`config.mk`:
```
export PLATFORM = sky130hd
export DESIGN_NAME = irq_ctl_stat
export DESIGN_NICKNAME = d
export VERILOG_FILES = /design/src/rtl/irq_ctl_pkg.sv /design/src/rtl/irq_sys_pend.sv /design/src/rtl/irq_ext_pend.sv /design/src/rtl/irq_prio_pick.sv /design/src/rtl/irq_ctl_stat.sv
export SDC_FILE = /design/constraint.sdc
export NUM_CORES = 1
export LEC_CHECK = 0
export BUFFER_PORTS_ARGS = -buffer_cell sky130_fd_sc_hd__buf_4
export CAP_MARGIN = 20
export CORE_MARGIN = 2
export CORE_UTILIZATION = 30
export DETAILED_ROUTE_END_ITERATION = 16
export PLACE_DENSITY = 0.81
export SYNTH_ARGS = -nofsm -noshare
export SYNTH_HDL_FRONTEND = slang
export SYNTH_SLANG_ARGS = --single-unit
```
`constraint.sdc`:
```
create_clock -name clk -period 1.85 [get_ports clk]
set_input_delay 0.37 -clock clk [delete_from_list [all_inputs] [get_ports clk]]
set_output_delay 0.37 -clock clk [all_outputs]
set_load 0.1 [all_outputs]
```
`src/rtl/irq_ctl_pkg.sv`:
```
package irq_ctl_pkg;

    localparam int VEC_W    = 6;
    localparam int ACT_W    = 9;
    localparam int NMI_VEC  = 2;
    localparam int DSV_VEC  = 14;
    localparam int TICK_VEC = 15;
    localparam int EXT_BASE = 16;
    localparam int MAX_IRQ  = (1 << VEC_W) - EXT_BASE;

    localparam int B_NMI_SET  = 31;
    localparam int B_DSV_SET  = 28;
    localparam int B_DSV_CLR  = 27;
    localparam int B_TICK_SET = 26;
    localparam int B_TICK_CLR = 25;
    localparam int B_EXT_ANY  = 22;
    localparam int B_VEC_LO   = 12;

    localparam logic [31:0] RSVD_MASK = 32'h6BBC_0E00;

    typedef struct packed {
        logic nmi;
        logic dsv;
        logic tick;
    } sys_pend_t;

    typedef struct packed {
        logic set_nmi;
        logic set_dsv;
        logic clr_dsv;
        logic set_tick;
        logic clr_tick;
    } sw_cmd_t;

endpackage

```
`src/rtl/irq_sys_pend.sv`:
```
module irq_sys_pend
    import irq_ctl_pkg::*;
(
    input  logic             clk,
    input  logic             rst_n,
    input  sw_cmd_t          cmd,
    input  logic             nmi_req,
    input  logic             tick_req,
    input  logic             ack_valid,
    input  logic [VEC_W-1:0] ack_vec,
    output sys_pend_t        pend
);

    sys_pend_t st_d, st_q;
    logic      ack_nmi, ack_dsv, ack_tick;

    always_comb begin
        ack_nmi  = ack_valid && (ack_vec == VEC_W'(NMI_VEC));
        ack_dsv  = ack_valid && (ack_vec == VEC_W'(DSV_VEC));
        ack_tick = ack_valid && (ack_vec == VEC_W'(TICK_VEC));

        st_d = st_q;
        // set first, then clear/accept so that removal wins
        if (cmd.set_nmi || nmi_req)     st_d.nmi  = 1'b1;
        if (ack_nmi)                    st_d.nmi  = 1'b0;
        if (cmd.set_dsv)                st_d.dsv  = 1'b1;
        if (cmd.clr_dsv || ack_dsv)     st_d.dsv  = 1'b0;
        if (cmd.set_tick || tick_req)   st_d.tick = 1'b1;
        if (cmd.clr_tick || ack_tick)   st_d.tick = 1'b0;
    end

    always_ff @(posedge clk or negedge rst_n) begin
        if (!rst_n) st_q <= '0;
        else        st_q <= st_d;
    end

    assign pend = st_q;

endmodule

```
`src/rtl/irq_ext_pend.sv`:
```
module irq_ext_pend
    import irq_ctl_pkg::*;
#(
    parameter int NUM_IRQ = 8
) (
    input  logic               clk,
    input  logic               rst_n,
    input  logic [NUM_IRQ-1:0] irq_req,
    input  logic               ack_valid,
    input  logic [VEC_W-1:0]   ack_vec,
    output logic [NUM_IRQ-1:0] pend
);

    typedef struct packed {
        logic [NUM_IRQ-1:0] bits;
    } ext_st_t;

    ext_st_t            st_d, st_q;
    logic [NUM_IRQ-1:0] ack_hit;

    for (genvar gi = 0; gi < NUM_IRQ; gi++) begin : g_hit
        localparam int VNUM = EXT_BASE + gi;
        assign ack_hit[gi] = ack_valid && (ack_vec == VEC_W'(VNUM));
    end

    always_comb begin
        st_d      = st_q;
        st_d.bits = (st_q.bits | irq_req) & ~ack_hit;
    end

    always_ff @(posedge clk or negedge rst_n) begin
        if (!rst_n) st_q <= '0;
        else        st_q <= st_d;
    end

    assign pend = st_q.bits;

endmodule

```
`src/rtl/irq_prio_pick.sv`:
```
module irq_prio_pick
    import irq_ctl_pkg::*;
#(
    parameter int NUM_IRQ = 8
) (
    input  sys_pend_t          sys,
    input  logic [NUM_IRQ-1:0] ext,
    output logic [VEC_W-1:0]   top_vec,
    output logic               ext_any
);

    logic [VEC_W-1:0] ext_vec;

    // lowest-numbered external interrupt wins among externals
    always_comb begin
        ext_vec = '0;
        for (int i = NUM_IRQ - 1; i >= 0; i--) begin
            if (ext[i]) ext_vec = VEC_W'(EXT_BASE + i);
        end
    end

    always_comb begin
        ext_any = |ext;
        if (sys.nmi)       top_vec = VEC_W'(NMI_VEC);
        else if (sys.dsv)  top_vec = VEC_W'(DSV_VEC);
        else if (sys.tick) top_vec = VEC_W'(TICK_VEC);
        else               top_vec = ext_vec;
    end

endmodule

```
`src/rtl/irq_ctl_stat.sv`:
```
module irq_ctl_stat
    import irq_ctl_pkg::*;
#(
    parameter int          NUM_IRQ  = 8,
    parameter int          ADDR_W   = 12,
    parameter int unsigned REG_ADDR = 32'h0000_0010
) (
    input  logic               clk,
    input  logic               rst_n,
    input  logic [ADDR_W-1:0]  bus_addr,
    input  logic               bus_we,
    input  logic [31:0]        bus_wdata,
    output logic [31:0]        bus_rdata,
    input  logic               nmi_req_i,
    input  logic               tick_req_i,
    input  logic [NUM_IRQ-1:0] irq_req_i,
    input  logic               ack_valid_i,
    input  logic [5:0]         ack_vec_i,
    input  logic [8:0]         act_vec_i,
    output logic               nmi_pend_o,
    output logic               dsv_pend_o,
    output logic               tick_pend_o,
    output logic [NUM_IRQ-1:0] irq_pend_o
);

    localparam logic [ADDR_W-1:0] SEL_ADDR = ADDR_W'(REG_ADDR);

    if (NUM_IRQ < 1 || NUM_IRQ > MAX_IRQ) begin : g_bad_count
        initial $error("NUM_IRQ out of range for a 6-bit exception number");
    end

    logic               sel, wr;
    sw_cmd_t            cmd;
    sys_pend_t          sys_pend;
    logic [NUM_IRQ-1:0] ext_pend;
    logic [VEC_W-1:0]   top_vec;
    logic               ext_any;
    logic               unused_wdata;

    always_comb begin
        sel          = (bus_addr == SEL_ADDR);
        wr           = sel && bus_we;
        cmd.set_nmi  = wr && bus_wdata[B_NMI_SET];
        cmd.set_dsv  = wr && bus_wdata[B_DSV_SET];
        cmd.clr_dsv  = wr && bus_wdata[B_DSV_CLR];
        cmd.set_tick = wr && bus_wdata[B_TICK_SET];
        cmd.clr_tick = wr && bus_wdata[B_TICK_CLR];
    end

    assign unused_wdata = ^bus_wdata;

    irq_sys_pend u_sys (
        .clk       (clk),
        .rst_n     (rst_n),
        .cmd       (cmd),
        .nmi_req   (nmi_req_i),
        .tick_req  (tick_req_i),
        .ack_valid (ack_valid_i),
        .ack_vec   (ack_vec_i),
        .pend      (sys_pend)
    );

    irq_ext_pend #(.NUM_IRQ(NUM_IRQ)) u_ext (
        .clk       (clk),
        .rst_n     (rst_n),
        .irq_req   (irq_req_i),
        .ack_valid (ack_valid_i),
        .ack_vec   (ack_vec_i),
        .pend      (ext_pend)
    );

    irq_prio_pick #(.NUM_IRQ(NUM_IRQ)) u_pick (
        .sys     (sys_pend),
        .ext     (ext_pend),
        .top_vec (top_vec),
        .ext_any (ext_any)
    );

    always_comb begin
        bus_rdata = '0;
        if (sel) begin
            bus_rdata[B_NMI_SET]                 = sys_pend.nmi;
            bus_rdata[B_DSV_SET]                 = sys_pend.dsv;
            bus_rdata[B_TICK_SET]                = sys_pend.tick;
            bus_rdata[B_EXT_ANY]                 = ext_any;
            bus_rdata[B_VEC_LO +: VEC_W]         = top_vec;
            bus_rdata[ACT_W-1:0]                 = act_vec_i;
        end
    end

    assign nmi_pend_o  = sys_pend.nmi;
    assign dsv_pend_o  = sys_pend.dsv;
    assign tick_pend_o = sys_pend.tick;
    assign irq_pend_o  = ext_pend;

endmodule

```
# After elaboration in Yosys (flattened, before gate mapping)
# Cells that the tools add are included.
classes:
  n_eq_ne: 12
  bitwise: 3
  n_reduce_logical: 25
  n_mux: 23
ops:
  columns: ["cell", "n"]
  rows:
  - ["6-bit by 5-bit equality test with 1-bit output, second input constant", 8]
  - ["5-bit two-way mux", 9]
  - ["6-bit two-way mux", 3]
  - ["1-bit logical AND", 17]
  - ["12-bit by 5-bit equality test with 1-bit output, second input constant", 1]
  - ["6-bit by 4-bit equality test with 1-bit output, second input constant", 2]
  - ["1-bit two-way mux", 10]
  - ["9-bit two-way mux", 1]
  - ["8-bit AND", 1]
  - ["8-bit NOT", 1]
  - ["8-bit OR", 1]
  - ["8-bit OR reduction", 1]
  - ["6-bit by 2-bit equality test with 1-bit output, second input constant", 1]
  - ["2-bit nonzero test", 3]
  - ["1-bit logical OR", 4]
totals:
  wordCells: 67
  ff_bits: 11
  inputBits: 73
  output_inout_bits: 43

# Longest topological paths before layout
# Gate-level depths: netlist of run 1.
logic_depth:
  word_depth: 12
  mapped_depth: 5
  mapped_depth_nobuf: 4

# Modules after synthesis
# Synthesis of run 1 repeated with hierarchy kept, for this count alone.
hier_totals:
  hier_cells: 139
  area_unflattened_um2: 1221.2
by_module_without_submodules:
  columns: ["mod", "seq_area_each_um2", "area_per_inst_um2", "cells_per_inst", "n_inst"]
  rows:
  - ["irq_ctl_stat", 0.0, 616.8, 74, 1]
  - ["irq_ext_pend", 200.2, 324.1, 30, 1]
  - ["irq_sys_pend", 75.1, 148.9, 13, 1]
  - ["irq_prio_pick", 0.0, 131.4, 22, 1]

# Worst setup path after synthesis of run 1
# Ideal clock, no wire load.
synth_timing:
  path_kind: "reg2out"
  from: "register u_ext.st_q (netlist bit u_ext.pend[1])"
  to: "output bus_rdata[16]"
  path_slack_ns: -2.590
  t_arrival_ns: 4.070
  path_stages_with_launch: 5
  n_path_buf: 0
  path_cell_list: "dfrtp_1 -> nor2_1 -> nand2_1 -> nor2_1 -> nor4_1"
synth_via:
  elab_chain_cells: 6
synth_lines:
  columns: ["element", "line_no", "source"]
  rows:
  - ["start: declaration", "irq_ext_pend.sv:18", "ext_st_t st_d, st_q;"]
  - ["start signal: assignment", "irq_ext_pend.sv:33", "else st_q <= st_d;"]
  - ["5-bit two-way mux (2 in a row)", "irq_prio_pick.sv:18", "if (ext[i]) ext_vec = VEC_W'(EXT_BASE + i);"]
  - ["5-bit two-way mux", "irq_prio_pick.sv:26", "else if (sys.tick) top_vec = VEC_W'(TICK_VEC);"]
  - ["6-bit two-way mux", "irq_prio_pick.sv:25", "else if (sys.dsv) top_vec = VEC_W'(DSV_VEC);"]
  - ["6-bit two-way mux", "irq_prio_pick.sv:24", "if (sys.nmi) top_vec = VEC_W'(NMI_VEC);"]
  - ["6-bit two-way mux", "irq_ctl_stat.sv:81", "if (sel) begin"]
  - ["end: declaration", "irq_ctl_stat.sv:13", "output logic [31:0] bus_rdata,"]
# No other way between the ends.

# Final worst setup path of run 1
layout_timing:
  from: "register u_ext.st_q (netlist bit u_ext.pend[6])"
  to: "output bus_rdata[12]"
layout_via:
  elab_chain_cells: 11
layout_lines:
  columns: ["element", "line_no"]
  rows:
  - ["5-bit two-way mux (7 in a row)", "irq_prio_pick.sv:18"]
  - ["5-bit two-way mux", "irq_prio_pick.sv:26"]
  - ["6-bit two-way mux", "irq_prio_pick.sv:25"]
  - ["6-bit two-way mux", "irq_prio_pick.sv:24"]
  - ["6-bit two-way mux", "irq_ctl_stat.sv:81"]
# No other way between the ends.

==> metrics.md, run 1 <==
| Metric | Value |
|---|---|
| Hold WS | `312 ps` |
| Setup WS post-layout | `-265 ps` |
| Remaining antenna violation count | `0` |
| Synth area leaders | `dfrtp_1 (34%), buf_4 (14%), and2_1 (9.3%), o22a_1 (6.5%), nor2_1 (4.7%)` |
| Mapped Area | `806 um2` |
| Sum Neg Setup Slack | `-935 ps` |
| Final Cell Area | `0.00194 mm2` |
| Post-DP HPWL | `2390 um` |
| Number of global-route vias before repair | `1069` |
| Total CTS buffers | `3` |
| Worst IR drop on VDD | `0.515 mV` |
| Fin crit share | `114%` |
| Power density cells | `359 mW/mm2` |
| Largest net degree at the start of global routing | `12` |
| Largest family of logic cells by synthesized area | `simple AND/OR/NAND/NOR gates` |
| CTS sink count | `11` |
| Compound-Gate Fraction of Synth Area | `19.6%` |
| Final setup vio count | `15` |
| Dpl cells | `206` |
| CTS tree | `yes` |
| Post-Synth Simple-Gate Area | `30.3%` |
| Synth unique cells | `27` |
| Share of the synthesized area in the top cell type | `34.2%` |
| Fin cells | `214` |
| H-tree lvl count | `1` |
| Clk_lat worst skew | `280 ps` |
| Final Slew Violations | `0` |
| Crit path capture type | `output pin` |
| Internal power | `0.000413 W` |
| Switching share of power | `40.8%` |
| Top-level I/O count | `116` |
| Core area | `0.00252 mm2` |
| Met3 global-route usage | `2.79%` |
| Flops & latches, synth | `11` |
| Final hold violation count | `0` |
| Gpl congestion | `0.780` |
| Final Skew | `0 ps` |
| Finished Core Util | `77.0%` |
| Xor and xnor area share after synthesis | `0%` |
| Crit path max fanout | `2` |
| Slowest stage delay, CP | `500 ps` |
| Critical path class | `register to output pin` |
| Slowest CP cell | `dfrtp_4` |
| Layout cells sized above 1 | `73.4%` |
| RSZ-0062 raised after global routing | `true` |
| Mapped Cells | `94` |
| Leak Pwr | `0.825 nW` |
| Die height | `55.8 um` |
| DIE AREA | `0.00312 mm2` |
| Clock buffer depth | `2` |
| Grt total ovfl | `0` |
| Critical path arrival | `1750 ps` |
| Critical path required time | `1480 ps` |
| Failing checks | `negative setup slack` |
| Synth area leader | `dfrtp_1` |
| Status | `complete, but fails checks` |
| Adder-Cell Fraction of Synth Area | `0%` |
| Post-synthesis sequential area ratio | `34.2%` |
| Num rows | `18` |
| Startpoint Class | `register` |
| F_max | `473 MHz` |
| Clock tree root driver cell | `clkbuf_4` |
| Vias/cell | `5.15` |
| Final net count | `258` |
| Max Cap Viol | `0` |
| WL final | `4050 um` |
| GRT busiest layer | `met2` |
| DR pass1 iterations | `4` |
| Vias | `1102` |
| Fillers | `150` |
| Yosys warnings | `0` |
| Antenna violations before repair | `0` |
| HP Class | `input pin to register` |
| Clock power share | `24.4%` |
| Area growth from synthesis to final layout | `141%` |
| Cell Chain, Critical Path | `buf_6 > nand2b_4 > a21oi_2 > o21ai_2 > a211oi_4 > buf_12` |
| Die width | `55.8 um` |
| Initial Utilization | `31.9%` |
| GR met1 Demand/Resource | `23.8%` |
| First-pass GRT wire length | `5220 um` |
| Clock slew seen by the registers of the worst setup and hold paths | `80 ps` |
| Post-synthesis mux area share | `0%` |
| Sequential power share | `35.7%` |
| Drt drc | `0` |
| Drt wl/cell | `18.9 um` |
| Total track usage | `21.4%` |
| Grt met2 use | `40.6%` |
| Placed Area | `0.00162 mm2` |
| Number of diodes | `0` |
| Combinational Power Share | `39.8%` |
| IO Port Bufs | `74` |
| Tmin final | `2120 ps` |
| 1st-iter DRT viols | `33` |
| Avg Inst Size Synth | `8.57 um2` |
| P_sw | `0.000285 W` |
-- power groups by stage --
stage | Combinational, W | Clock [W] | Sequential, W
detailed placement | 0.000265 | 0 | 0.000254
global route | 0.000287 | 0.000188 | 0.000249
global placement | 0.000262 | 0 | 0.000254
floorplan | 0.000164 | 0 | 0.000276
finish | 0.000278 | 0.000170 | 0.000249
CTS | 0.000272 | 0.000172 | 0.000249
-- state kept, by name, indices dropped and copies added, names as in the netlist --
signal	cells
u_ext.pend	8
u_sys.pend	3
-- layout by cell type (no fill, tap or decap), types with 2 or more instances in the layout --
| master | instances |
|---|---|
| a311oi_1 | 4 |
| and2_4 | 11 |
| buf_12 | 15 |
| buf_4 | 59 |
| buf_6 | 14 |
| clkbuf_4 | 3 |
| conb_1 | 14 |
| dfrtp_4 | 10 |
| inv_1 | 2 |
| nand2_1 | 4 |
| nand2b_1 | 2 |
| nand2b_4 | 2 |
| nor2_1 | 4 |
| nor2_2 | 2 |
| nor2_4 | 4 |
| nor3_1 | 2 |
| nor4_4 | 3 |
| o22a_1 | 6 |
| o32a_1 | 2 |
-- final cells by class --
| class | count | area, um2 | area share (%) |
|---|---|---|---|
| Multi-Input combinational cell | 78 | 646 | 33.2 |
| Sequential cell | 11 | 314 | 16.2 |
| Timing Repair Buffer | 89 | 911 | 46.9 |
| Tap cell | 30 | 37.5 | 1.93 |
| Clock buffer | 4 | 26.3 | 1.35 |
| Inverter | 2 | 7.51 | 0.387 |
-- cells by family (layout without fill, tap and decap cells) --
| kind of cell | Yosys count | in the layout |
|---|---|---|
| AOI/OAI and AO/OA | 20 | 20 |
| buffers and inverters | 18 | 95 |
| DFF | 11 | 11 |
| other | 1 | 14 |
| and+or+nand+nor | 44 | 44 |
-- final timing paths --
path | from | endpoint | slack [ps] | cells past startpoint
max | u_ext.pend[6] | bus_rdata[12] | -270 | 6
min | irq_req_i[0] | u_ext.pend[0] | 310 | 2
max reg2reg | u_ext.pend[6] | u_ext.pend[6] | 790 | 3
min reg2reg | u_sys.pend[2] | u_sys.pend[2] | 600 | 2
max in group asynchronous | rst_n | u_ext.pend[3] | 1200 | 2
min in group asynchronous | rst_n | u_ext.pend[5] | 470 | 2
-- timing repair --
action	CTS	global route
hold buffers	1	0
endpoints found under the hold margin	11	0
resized for setup	54	13
setup buffers	3	2
pin swaps	4	9
setup endpoints to repair	15	18
-- through the flow --
stage	total power [W]	setup slack [ps]
2_1_floorplan	0.000440	-449
3_3_place_gp	0.000515	-116
3_5_place_dp	0.000519	-131
4_1_cts	0.000693	-219
5_1_grt	0.000725	-342
6_report	0.000698	-265
-- synthesized netlist by cell type (all sizes together) --
cell type  number
buf            16
a31oi           1
nor4b           1
o32a            2
dfrtp          11
o31ai           1
inv             2
nand2b          4
and3            1
a311oi          4
nand2           4
nand4           1
or3b            1
nand3           1
nor2           10
a211oi          1
nor4            4
a21oi           3
a2111oi         1
and2           12
conb            1
o22a            6
nand4b          1
nor2b           2
o21ai           1
nor3            2
-- critical path: cells and delay by family, from the launching register on --
kind	cells	cell delay [ps]
buffers and inverters	2	340
DFF	1	500
and+or+nand+nor	1	130
AOI/OAI and AO/OA	3	510
-- routing by layer --
metal | share of wire, % | wire length (um) | vias to the layer above
met3 | 6.9 | 281 | 14
met1 | 36 | 1450 | 521
met4 | 5.5 | 224 | 0
met5 | 0 | 0 | -
met2 | 52 | 2090 | 76
li1 | - | - | 491
No activity file was read; power rests on OpenSTA's default activity.
==> run 2, diff against run 1 <==
--- a/config.mk
+++ b/config.mk
@@ -9,8 +9,10 @@
 export CAP_MARGIN = 20
 export CORE_MARGIN = 2
 export CORE_UTILIZATION = 30
+export CTS_CLUSTER_SIZE = 16
 export DETAILED_ROUTE_END_ITERATION = 16
 export PLACE_DENSITY = 0.81
+export RECOVER_POWER = 25
 export SYNTH_ARGS = -nofsm -noshare
 export SYNTH_HDL_FRONTEND = slang
 export SYNTH_SLANG_ARGS = --single-unit
==> run 2 against run 1 <==
- the run still ends with negative setup slack left
- highest routed layer unchanged
- largest power group unchanged
- sequential power is essentially flat
- total power shrank 0.15%
- worst hold slack about the same
==> metrics.md, run 2 (synthesis gave the netlist of run 1 again) <==
| Metric | Value |
|---|---|
| Max Cap Viol | `0 (unchanged)` |
| H-tree lvl count | `1 (unchanged)` |
| Clock tree root driver cell | `clkbuf_4` |
| Final Slew Violations | `0 (unchanged)` |
| WL final | `4050 um (about the same)` |
| Combinational Power Share | `39.7% (about the same)` |
| HP Class | `input pin to register` |
| Number of global-route vias before repair | `1069 (unchanged)` |
| Setup WS post-layout | `-266 ps (-0.256 ps)` |
| Total CTS buffers | `3 (unchanged)` |
| F_max | `473 MHz (about the same)` |
| Hold_sp | `irq_req_i[0]` |
| Max transition margin | `59.1%` |
| Final hold violation count | `0 (unchanged)` |
| Worst IR drop on VDD | `0.514 mV (-0.29%)` |
| Commonest non-fill, non-tap cell in the layout | `buf_4` |
| Status | `complete, but fails checks` |
| Die width | `55.8 um (unchanged)` |
| Worst R2R Start | `u_ext.pend[6]` |
| Tmin final | `2120 ps (+0.256 ps)` |
| Fin crit share | `114% (about the same)` |
| Switching share of power | `40.9% (+0.055 points)` |
| Fillers | `150 (unchanged)` |
| Reg2reg path depth | `3 (unchanged)` |
| Antenna violations before repair | `0 (unchanged)` |
| Total track usage | `21.4% (unchanged)` |
| Final Cell Area | `0.00194 mm2 (-0.19%)` |
| Remaining antenna violation count | `0 (unchanged)` |
| Layout cells sized above 1 | `72.8% (-0.54 points)` |
| Die height | `55.8 um (unchanged)` |
| Finished Core Util | `76.8% (-0.15 points)` |
| CTS sink count | `11 (unchanged)` |
| Worst Hold Endpoint | `u_ext.pend[0]` |
| Startpoint Class | `register` |
| First-pass GRT wire length | `5220 um (unchanged)` |
| Clock power share | `24.5% (about the same)` |
| 1st-iter DRT viols | `33 (unchanged)` |
| Critical path arrival | `1750 ps (about the same)` |
| Power density cells | `359 mW/mm2 (about the same)` |
| Final setup vio count | `15 (unchanged)` |
| Vias | `1102 (unchanged)` |
| Clock slew seen by the registers of the worst setup and hold paths | `80 ps (about the same)` |
| Critical path class | `register to output pin` |
| Drt drc | `0 (unchanged)` |
| DIE AREA | `0.00312 mm2 (unchanged)` |
| DR pass1 iterations | `4 (unchanged)` |
| Sequential power share | `35.8% (about the same)` |
| Failing checks | `negative setup slack` |
| Number of diodes | `0 (unchanged)` |
| Initial Utilization | `31.9% (unchanged)` |
| Crit path max fanout | `2 (unchanged)` |
| Commonest non-fill, non-tap cells in the layout | `buf_4 (58), buf_12 (15), conb_1 (14), buf_6 (14), and2_4 (11)` |
| P_sw | `0.000285 W (about the same)` |
| RSZ-0062 raised after global routing | `true` |
| Gpl congestion | `0.780 (unchanged)` |
| Final Skew | `0 ps (unchanged)` |
| Crit path capture type | `output pin` |
| Largest register FFs | `8 (unchanged)` |
| Worst-Margin Slew | `613 ps` |
| Final net count | `258 (unchanged)` |
| Clk_lat worst skew | `280 ps (about the same)` |
| Clock buffer depth | `2 (unchanged)` |
| Hold path depth | `2 (unchanged)` |
| Area growth from synthesis to final layout | `141%` |
| Core area | `0.00252 mm2 (unchanged)` |
| Vias/cell | `5.15 (unchanged)` |
| Internal power | `0.000412 W (-0.25%)` |
| Num rows | `18 (unchanged)` |
| Largest net degree at the start of global routing | `12 (unchanged)` |
| Reg2Reg Setup Slack | `790 ps (about the same)` |
| Drt wl/cell | `18.9 um (about the same)` |
| Capture point of the worst reg-to-reg path | `u_ext.pend[6]` |
| CTS tree | `yes` |
| Top-level I/O count | `116 (unchanged)` |
| Placed Area | `0.00162 mm2 (unchanged)` |
| Critical path required time | `1480 ps (about the same)` |
| IO Port Bufs | `74 (unchanged)` |
| Leak Pwr | `0.821 nW (-0.44%)` |
| Grt total ovfl | `0 (unchanged)` |
| Post-DP HPWL | `2390 um (unchanged)` |
## run 2: final cells by class
cell class	count	area [um2]	share of cell area (%)
repair buffers	89	907	46.8
multi-input cells	78	646	33.3
flip-flops and latches	11	314	16.2
well taps	30	37.5	1.94
clock buffers	4	26.3	1.36
inverters	2	7.51	0.387
## run 2: worst max-delay path by stage
stage / startpoint / to / slack [ps]
2_1_floorplan: u_ext.pend[7] / bus_rdata[16] / -450
3_3_place_gp: bus_addr[1] / bus_rdata[12] / -120
3_5_place_dp: bus_addr[1] / bus_rdata[12] / -130
4_1_cts: u_ext.pend[6] / bus_rdata[12] / -220
5_1_grt: u_ext.pend[7] / bus_rdata[13] / -340
6_report: u_ext.pend[6] / bus_rdata[12] / -270
## run 2: power by group through the flow
| stage | registers, W | clock network [W] | logic [W] |
|---|---|---|---|
| CTS | 0.000249 | 0.000172 | 0.000272 |
| global placement | 0.000254 | 0 | 0.000262 |
| global route | 0.000249 | 0.000188 | 0.000286 |
| finish | 0.000249 | 0.000170 | 0.000277 |
| floorplan | 0.000276 | 0 | 0.000164 |
| detailed placement | 0.000254 | 0 | 0.000265 |
## run 2: critical path, cell delays in order (launching register included)
cell and delay (ps):
dfrtp_4 500, buf_6 130, nand2b_4 130, a21oi_2 170, o21ai_2 90, a211oi_4 250
buf_12 210
## run 2: repair_timing
action,CTS,global route
cloned,0,0
buffers inserted,3,2
endpoints found under the setup margin,15,18
resized for setup,54,13
hold buffers,1,0
pin swaps,4,9
endpoints found under the hold margin,11,0
## run 2: per-layer routing
layer	vias to the layer above	GRT usage, %	wire length [um]
li1	491	-	-
met5	-	0	0
met1	521	23.8	1450
met4	0	8.16	224
met2	76	40.6	2090
met3	14	2.79	281
## run 2: metrics by stage
| stage | hold slack, ps | instances | setup slack (ps) | power, W | TNS (ps) |
|---|---|---|---|---|---|
| after global placement | 209 | 206 | -116 | 0.000515 | -1080 |
| after floorplan | 74.4 | 107 | -449 | 0.000440 | -1270 |
| after detailed placement | 214 | 206 | -131 | 0.000519 | -1380 |
| final | 312 | 214 | -266 | 0.000696 | -935 |
| after global routing | 309 | 214 | -342 | 0.000724 | -1630 |
| after CTS | 288 | 214 | -219 | 0.000693 | -468 |
